### config.mk
export PLATFORM = sky130hd
export DESIGN_NAME = modptr_agen
export DESIGN_NICKNAME = d
export VERILOG_FILES = /design/src/rtl/modptr_pkg.sv /design/src/rtl/modptr_step.sv /design/src/rtl/modptr_bounds.sv /design/src/rtl/modptr_regfile.sv /design/src/rtl/modptr_agen.sv
export SDC_FILE = /design/constraint.sdc
export NUM_CORES = 1
export LEC_CHECK = 0
export ABC_CLOCK_PERIOD_IN_PS = 2700
export BUFFER_PORTS_ARGS = -buffer_cell sky130_fd_sc_hd__buf_4
export CAP_MARGIN = 30
export CORE_ASPECT_RATIO = 0.8
export CORE_MARGIN = 5
export CORE_UTILIZATION = 45
export DETAILED_ROUTE_END_ITERATION = 12
export GPL_ROUTABILITY_DRIVEN = 0
export PLACE_DENSITY = 0.71
export SYNTH_ARGS = -nofsm -noshare
export SYNTH_HDL_FRONTEND = slang
export SYNTH_HIERARCHICAL = 1
export SYNTH_SLANG_ARGS = --single-unit
### constraint.sdc
create_clock -name clk -period 2.7 [get_ports clk]
set_clock_uncertainty 0.05 [all_clocks]
set_input_delay 0.27 -clock clk [delete_from_list [all_inputs] [get_ports clk]]
set_output_delay 0.27 -clock clk [all_outputs]
set_load 0.01 [all_outputs]
### src/rtl/modptr_pkg.sv
package modptr_pkg;

  typedef enum logic [2:0] {
    MD_HOLD = 3'd0,
    MD_INC  = 3'd1,
    MD_DEC  = 3'd2,
    MD_PZ   = 3'd3,
    MD_ZP   = 3'd4,
    MD_INC2 = 3'd5
  } mode_e;

  function automatic logic is_paired(input logic [2:0] m);
    return (m == MD_PZ) || (m == MD_ZP);
  endfunction

endpackage

### src/rtl/modptr_step.sv
module modptr_step #(
  parameter int AW = 16
) (
  input  logic [AW-1:0] cur,
  input  logic [AW-1:0] lo,
  input  logic [AW-1:0] hi,
  input  logic [2:0]    mode,
  input  logic          phase,
  output logic [AW-1:0] nxt
);
  import modptr_pkg::*;

  logic [AW-1:0] wrap_inc;

  // circular step: reload low bound when sitting on the high bound
  assign wrap_inc = (cur == hi) ? lo : cur + AW'(1);

  always_comb begin
    nxt = cur;
    case (mode)
      MD_INC:  nxt = wrap_inc;
      MD_DEC:  nxt = cur - AW'(1);
      MD_PZ:   nxt = phase ? cur : wrap_inc;
      MD_ZP:   nxt = phase ? wrap_inc : cur;
      MD_INC2: nxt = cur + AW'(2);
      default: nxt = cur;
    endcase
  end

endmodule

### src/rtl/modptr_bounds.sv
module modptr_bounds #(
  parameter int AW = 16
) (
  input  logic          clk,
  input  logic          rst_n,
  input  logic          lo_we,
  input  logic          hi_we,
  input  logic [AW-1:0] wr_data,
  output logic [AW-1:0] lo_q,
  output logic [AW-1:0] hi_q
);

  always_ff @(posedge clk) begin
    if (!rst_n) begin
      lo_q <= '0;
      hi_q <= '0;
    end else begin
      if (lo_we) lo_q <= wr_data;
      if (hi_we) hi_q <= wr_data;
    end
  end

endmodule

### src/rtl/modptr_regfile.sv
module modptr_regfile #(
  parameter int AW   = 16,
  parameter int NPTR = 4,
  localparam int SELW = (NPTR > 1) ? $clog2(NPTR) : 1
) (
  input  logic                     clk,
  input  logic                     rst_n,
  input  logic                     upd_en,
  input  logic [SELW-1:0]          upd_sel,
  input  logic [AW-1:0]            upd_val,
  input  logic                     we,
  input  logic [SELW-1:0]          wsel,
  input  logic [AW-1:0]            wdata,
  output logic [NPTR-1:0][AW-1:0]  ptr_q
);

  for (genvar g = 0; g < NPTR; g++) begin : g_ptr
    always_ff @(posedge clk) begin
      if (!rst_n) begin
        ptr_q[g] <= '0;
      end else if (we && (wsel == SELW'(g))) begin
        ptr_q[g] <= wdata;          // explicit write wins
      end else if (upd_en && (upd_sel == SELW'(g))) begin
        ptr_q[g] <= upd_val;
      end
    end
  end

endmodule

### src/rtl/modptr_agen.sv
module modptr_agen #(
  parameter int AW   = 16,
  parameter int NPTR = 4,
  localparam int SELW = (NPTR > 1) ? $clog2(NPTR) : 1
) (
  input  logic            clk,
  input  logic            rst_n,
  input  logic            acc_valid,
  output logic            acc_ready,
  input  logic [SELW-1:0] acc_sel,
  input  logic [2:0]      acc_mode,
  output logic            addr_valid,
  input  logic            mem_ready,
  output logic [AW-1:0]   addr,
  input  logic            ptr_we,
  input  logic [SELW-1:0] ptr_wsel,
  input  logic            lo_we,
  input  logic            hi_we,
  input  logic [AW-1:0]   wr_data
);
  import modptr_pkg::*;

  logic [NPTR-1:0][AW-1:0] ptr_q;
  logic [AW-1:0]           bnd_lo_q;
  logic [AW-1:0]           bnd_hi_q;
  logic [AW-1:0]           cur;
  logic [AW-1:0]           nxt;
  logic                    fire;
  logic                    phase_q;

  assign fire       = acc_valid && mem_ready;
  assign acc_ready  = mem_ready;
  assign addr_valid = acc_valid;
  assign cur        = ptr_q[acc_sel];
  assign addr       = cur;

  // paired-mode beat tracker
  always_ff @(posedge clk) begin
    if (!rst_n)     phase_q <= 1'b0;
    else if (fire)  phase_q <= is_paired(acc_mode) ? ~phase_q : 1'b0;
  end

  modptr_bounds #(.AW(AW)) u_bounds (
    .clk     (clk),
    .rst_n   (rst_n),
    .lo_we   (lo_we),
    .hi_we   (hi_we),
    .wr_data (wr_data),
    .lo_q    (bnd_lo_q),
    .hi_q    (bnd_hi_q)
  );

  modptr_step #(.AW(AW)) u_step (
    .cur   (cur),
    .lo    (bnd_lo_q),
    .hi    (bnd_hi_q),
    .mode  (acc_mode),
    .phase (phase_q),
    .nxt   (nxt)
  );

  modptr_regfile #(.AW(AW), .NPTR(NPTR)) u_rf (
    .clk     (clk),
    .rst_n   (rst_n),
    .upd_en  (fire),
    .upd_sel (acc_sel),
    .upd_val (nxt),
    .we      (ptr_we),
    .wsel    (ptr_wsel),
    .wdata   (wr_data),
    .ptr_q   (ptr_q)
  );

endmodule

==> results.yml <==
run_status:
  outcome: "finished with violations"
  violations: "setup timing"
synth:
  synthSimpleGateAreaFrac_pct: 21.6
  synth.distinct_cells: 57
  synth_mux_area_share_pct: 13.2
  synth_nets: 773
  avgSynthCellArea_um2: 8.32
  netlist_top_cells_count: "nand2_1, dfxtp_1, o21ai_0, a31oi_1, mux2i_1"
  synthAdderAreaFrac_pct: 1.02
  synthXorXnorAreaFrac_pct: 4.42
  yosys_warnings: 6
  synth_compound_area_share_pct: 19.7
  synth_cells: 738
  syn_area_um2: 6140
  synth_top_family_by_area: "simple AND/OR/NAND/NOR gates"
  synth.area.top_cells: "dfxtp_1, nand2_1, mux2i_1, a31oi_1, o21ai_0"
  ys_ff_latch: 97
  yosys.area.top_type: "dfxtp_1"
  synth_edf_count: 0
  synth_top_area_share_pct: 31.6
  ys_seq_area_share_pct: 31.6
  async_flop_share_pct: 0
  synth-main-ff-cell: "dfxtp_1"
  yosysMostFrequentCell: "nand2_1"
floorplanning:
  fp.coreArea_um2: 13500
  boundaryPins: 48
  die-area_um2: 16100
  die_y_um: 114
  num_rows: 38
  die_w_um: 141
  start_util_pct: 45.6
worst_setup_path:
  arrival_ps: 2940
  critPathCaptureType: "register"
  path_cells: "mux4_2, xnor2_1, nand4_1, nor4_4, buf_6, buf_6, mux2i_1, o22ai_1, buf_4, nand2_2, a31oi_1"
  cp-start-kind: "register"
  crit_top_cell: "buf_6"
  worstSetupPathType: "register to register"
  critPathMaxFanout: 7
  rrSetupSlack_ps: -80
  slowest_delay_ps: 540
  required_ps: 2870
  worst_path_max_delay_cell: "mux4_2"
sta:
  fin_crit_sh_pct: 103
  fin_crit_ps: 2780
  slew_headroom_pct: 46.4
  worst_pin_slew_ps: 804
  worst_slack_ps: -76.3
  fmax_mhz: 360
  setup_viol: 49
  tns_ps: -1970
  slew_violations: 0
  rsz0062_at_grt: "true"
  final-hold-violation-count: 0
power:
  leakage_nw: 2.87
  power.total_mw: 3.84
  ir_drop_mv: 0.314
  power.density_nw_per_um2: 504
grt:
  grt_start_max_net_pins: 99
  grt_use_total_pct: 24.7
  grt_pass1_wl_um: 31700
  antenna_found_initial: 0
  grt_pass1_vias: 5957
  overflow: 0
place:
  dp_cells: 976
  dp_hpwl_um: 13900
  dp_slack_ps: -472
  port_buffers: 47
clocking:
  cts_buffers: 9
  clkSlewWorstSetupHoldPaths_ps: 70
  clockBufferDepth: 2
  htree_levels: 3
  cts.sinks: 97
  worstSkewPairLatency_ps: 350
  cts_root_buffer: "clkbuf_16"
  cts_tree: "done"
detailed_routing:
  wl_um: 20400
  wl_per_cell_um: 20.2
  vias: 6209
  drtIter0Drc: 661
  drc_errors: 0
  vias_per_cell: 6.15
  first_pass_iters: 6
  ant_nets: 0
final_layout:
  area_delta_synth_final_pct: 24.0
  num_antenna_cells: 0
  nets: 860
  layoutNonFillerInstCount: 1010
  final_layout_size_suffix_gt1_share_pct: 28.4
flow_run:
  drv_cap: 0
hold_path:
  hold_path.class: "input pin to register"
## layer usage
layer,wire (µm),global-route usage [%],vias to the layer above,part of all wire [%]
met5,0,0,-,0
met4,508,8.91,0,2.5
met3,2200,4.51,53,11
met2,9260,38.7,363,45
met1,8410,34.3,2963,41
li1,-,-,2830,-
## state kept, by name (all words and copies together) (netlist names)
register and count:
u_rf/ptr_q 64, u_bounds/hi_q 16, u_bounds/lo_q 16, phase_q 1
## kinds of logic (layout without fill, tap and decap cells)
group                    count (synthesis)  in the layout
AND/OR/NAND/NOR                        270            270
buffers and inverters                   77            169
XOR/XNOR                                31             31
AO/OA/AOI/OAI                          199            199
adder cells (fa/ha/maj)                  5              5
multiplexers                            59             59
flip-flops                              97             97
## critical path: cells and delay by family (launching register included)
| family | cells | cell delay (ps) |
|---|---|---|
| AOI/OAI and AO/OA | 2 | 170 |
| xor gates and xnor gates | 1 | 270 |
| buffers and inverters | 3 | 480 |
| DFF | 1 | 310 |
| muxes | 2 | 700 |
| and+or+nand+nor | 3 | 640 |
## per-stage QoR
step | utilization (%) | hold WS (ps) | area [µm²]
after floorplan | - | 348 | 6240
after global placement | 51.5 | 403 | 6930
after detailed placement | 51.7 | 412 | 6960
after CTS | 55.1 | 170 | 7410
after global routing | 56.6 | 192 | 7620
final | 56.6 | 178 | 7620
## power breakdown
part | switching, mW | internal [mW] | total (mW) | leakage (nW)
combinational | 0.570 | 0.485 | 1.06 | 1.95
clock | 0.565 | 0.651 | 1.22 | 0.129
sequential | 0.0524 | 1.52 | 1.57 | 0.797
## path summary, 6_finish.rpt
check	endpoint	cells past startpoint	startpoint
hold / removal	u_bounds/lo_q[12]	3	wr_data[12]
hold reg to reg	u_rf/ptr_q[21]	2	u_rf/ptr_q[21]
setup / recovery	u_rf/ptr_q[58]	11	u_rf/ptr_q[55]
setup reg to reg	u_rf/ptr_q[58]	11	u_rf/ptr_q[55]
## cells in the final DEF (no fill, tap or decap), types with 6 or more instances in the layout
cell	Yosys	final
a21oi_1	16	14
a31oi_1	65	63
and3_1	8	8
buf_4	8	135
buf_6	10	11
clkbuf_16	0	9
dfxtp_1	97	96
mux2i_1	43	42
mux4_2	10	14
nand2_1	147	142
nand3_1	10	7
nand4_1	10	10
nor2_1	23	20
nor2b_1	34	34
o21ai_0	71	69
o21ai_1	8	8
o221ai_1	13	6
o221ai_2	0	7
xnor2_1	23	15
xnor2_2	0	7
xor2_1	8	8
## area by class of cell
| class | instances | area [µm²] |
|---|---|---|
| fillers | 1158 | 5840 |
| well taps | 180 | 225 |
| clock inverters | 4 | 28.8 |
| clock buffers | 12 | 246 |
| repair buffers | 149 | 1200 |
| flip-flops and latches | 97 | 1940 |
| inverters | 4 | 15.0 |
| multi-input cells | 564 | 3950 |
## what timing repair did
action	in CTS	in global routing
endpoints found under the setup margin	54	64
setup buffers	12	6
hold buffers	0	0
gates resized for setup	21	37
pin swaps	11	28
Power figures use the tool's default switching activity.
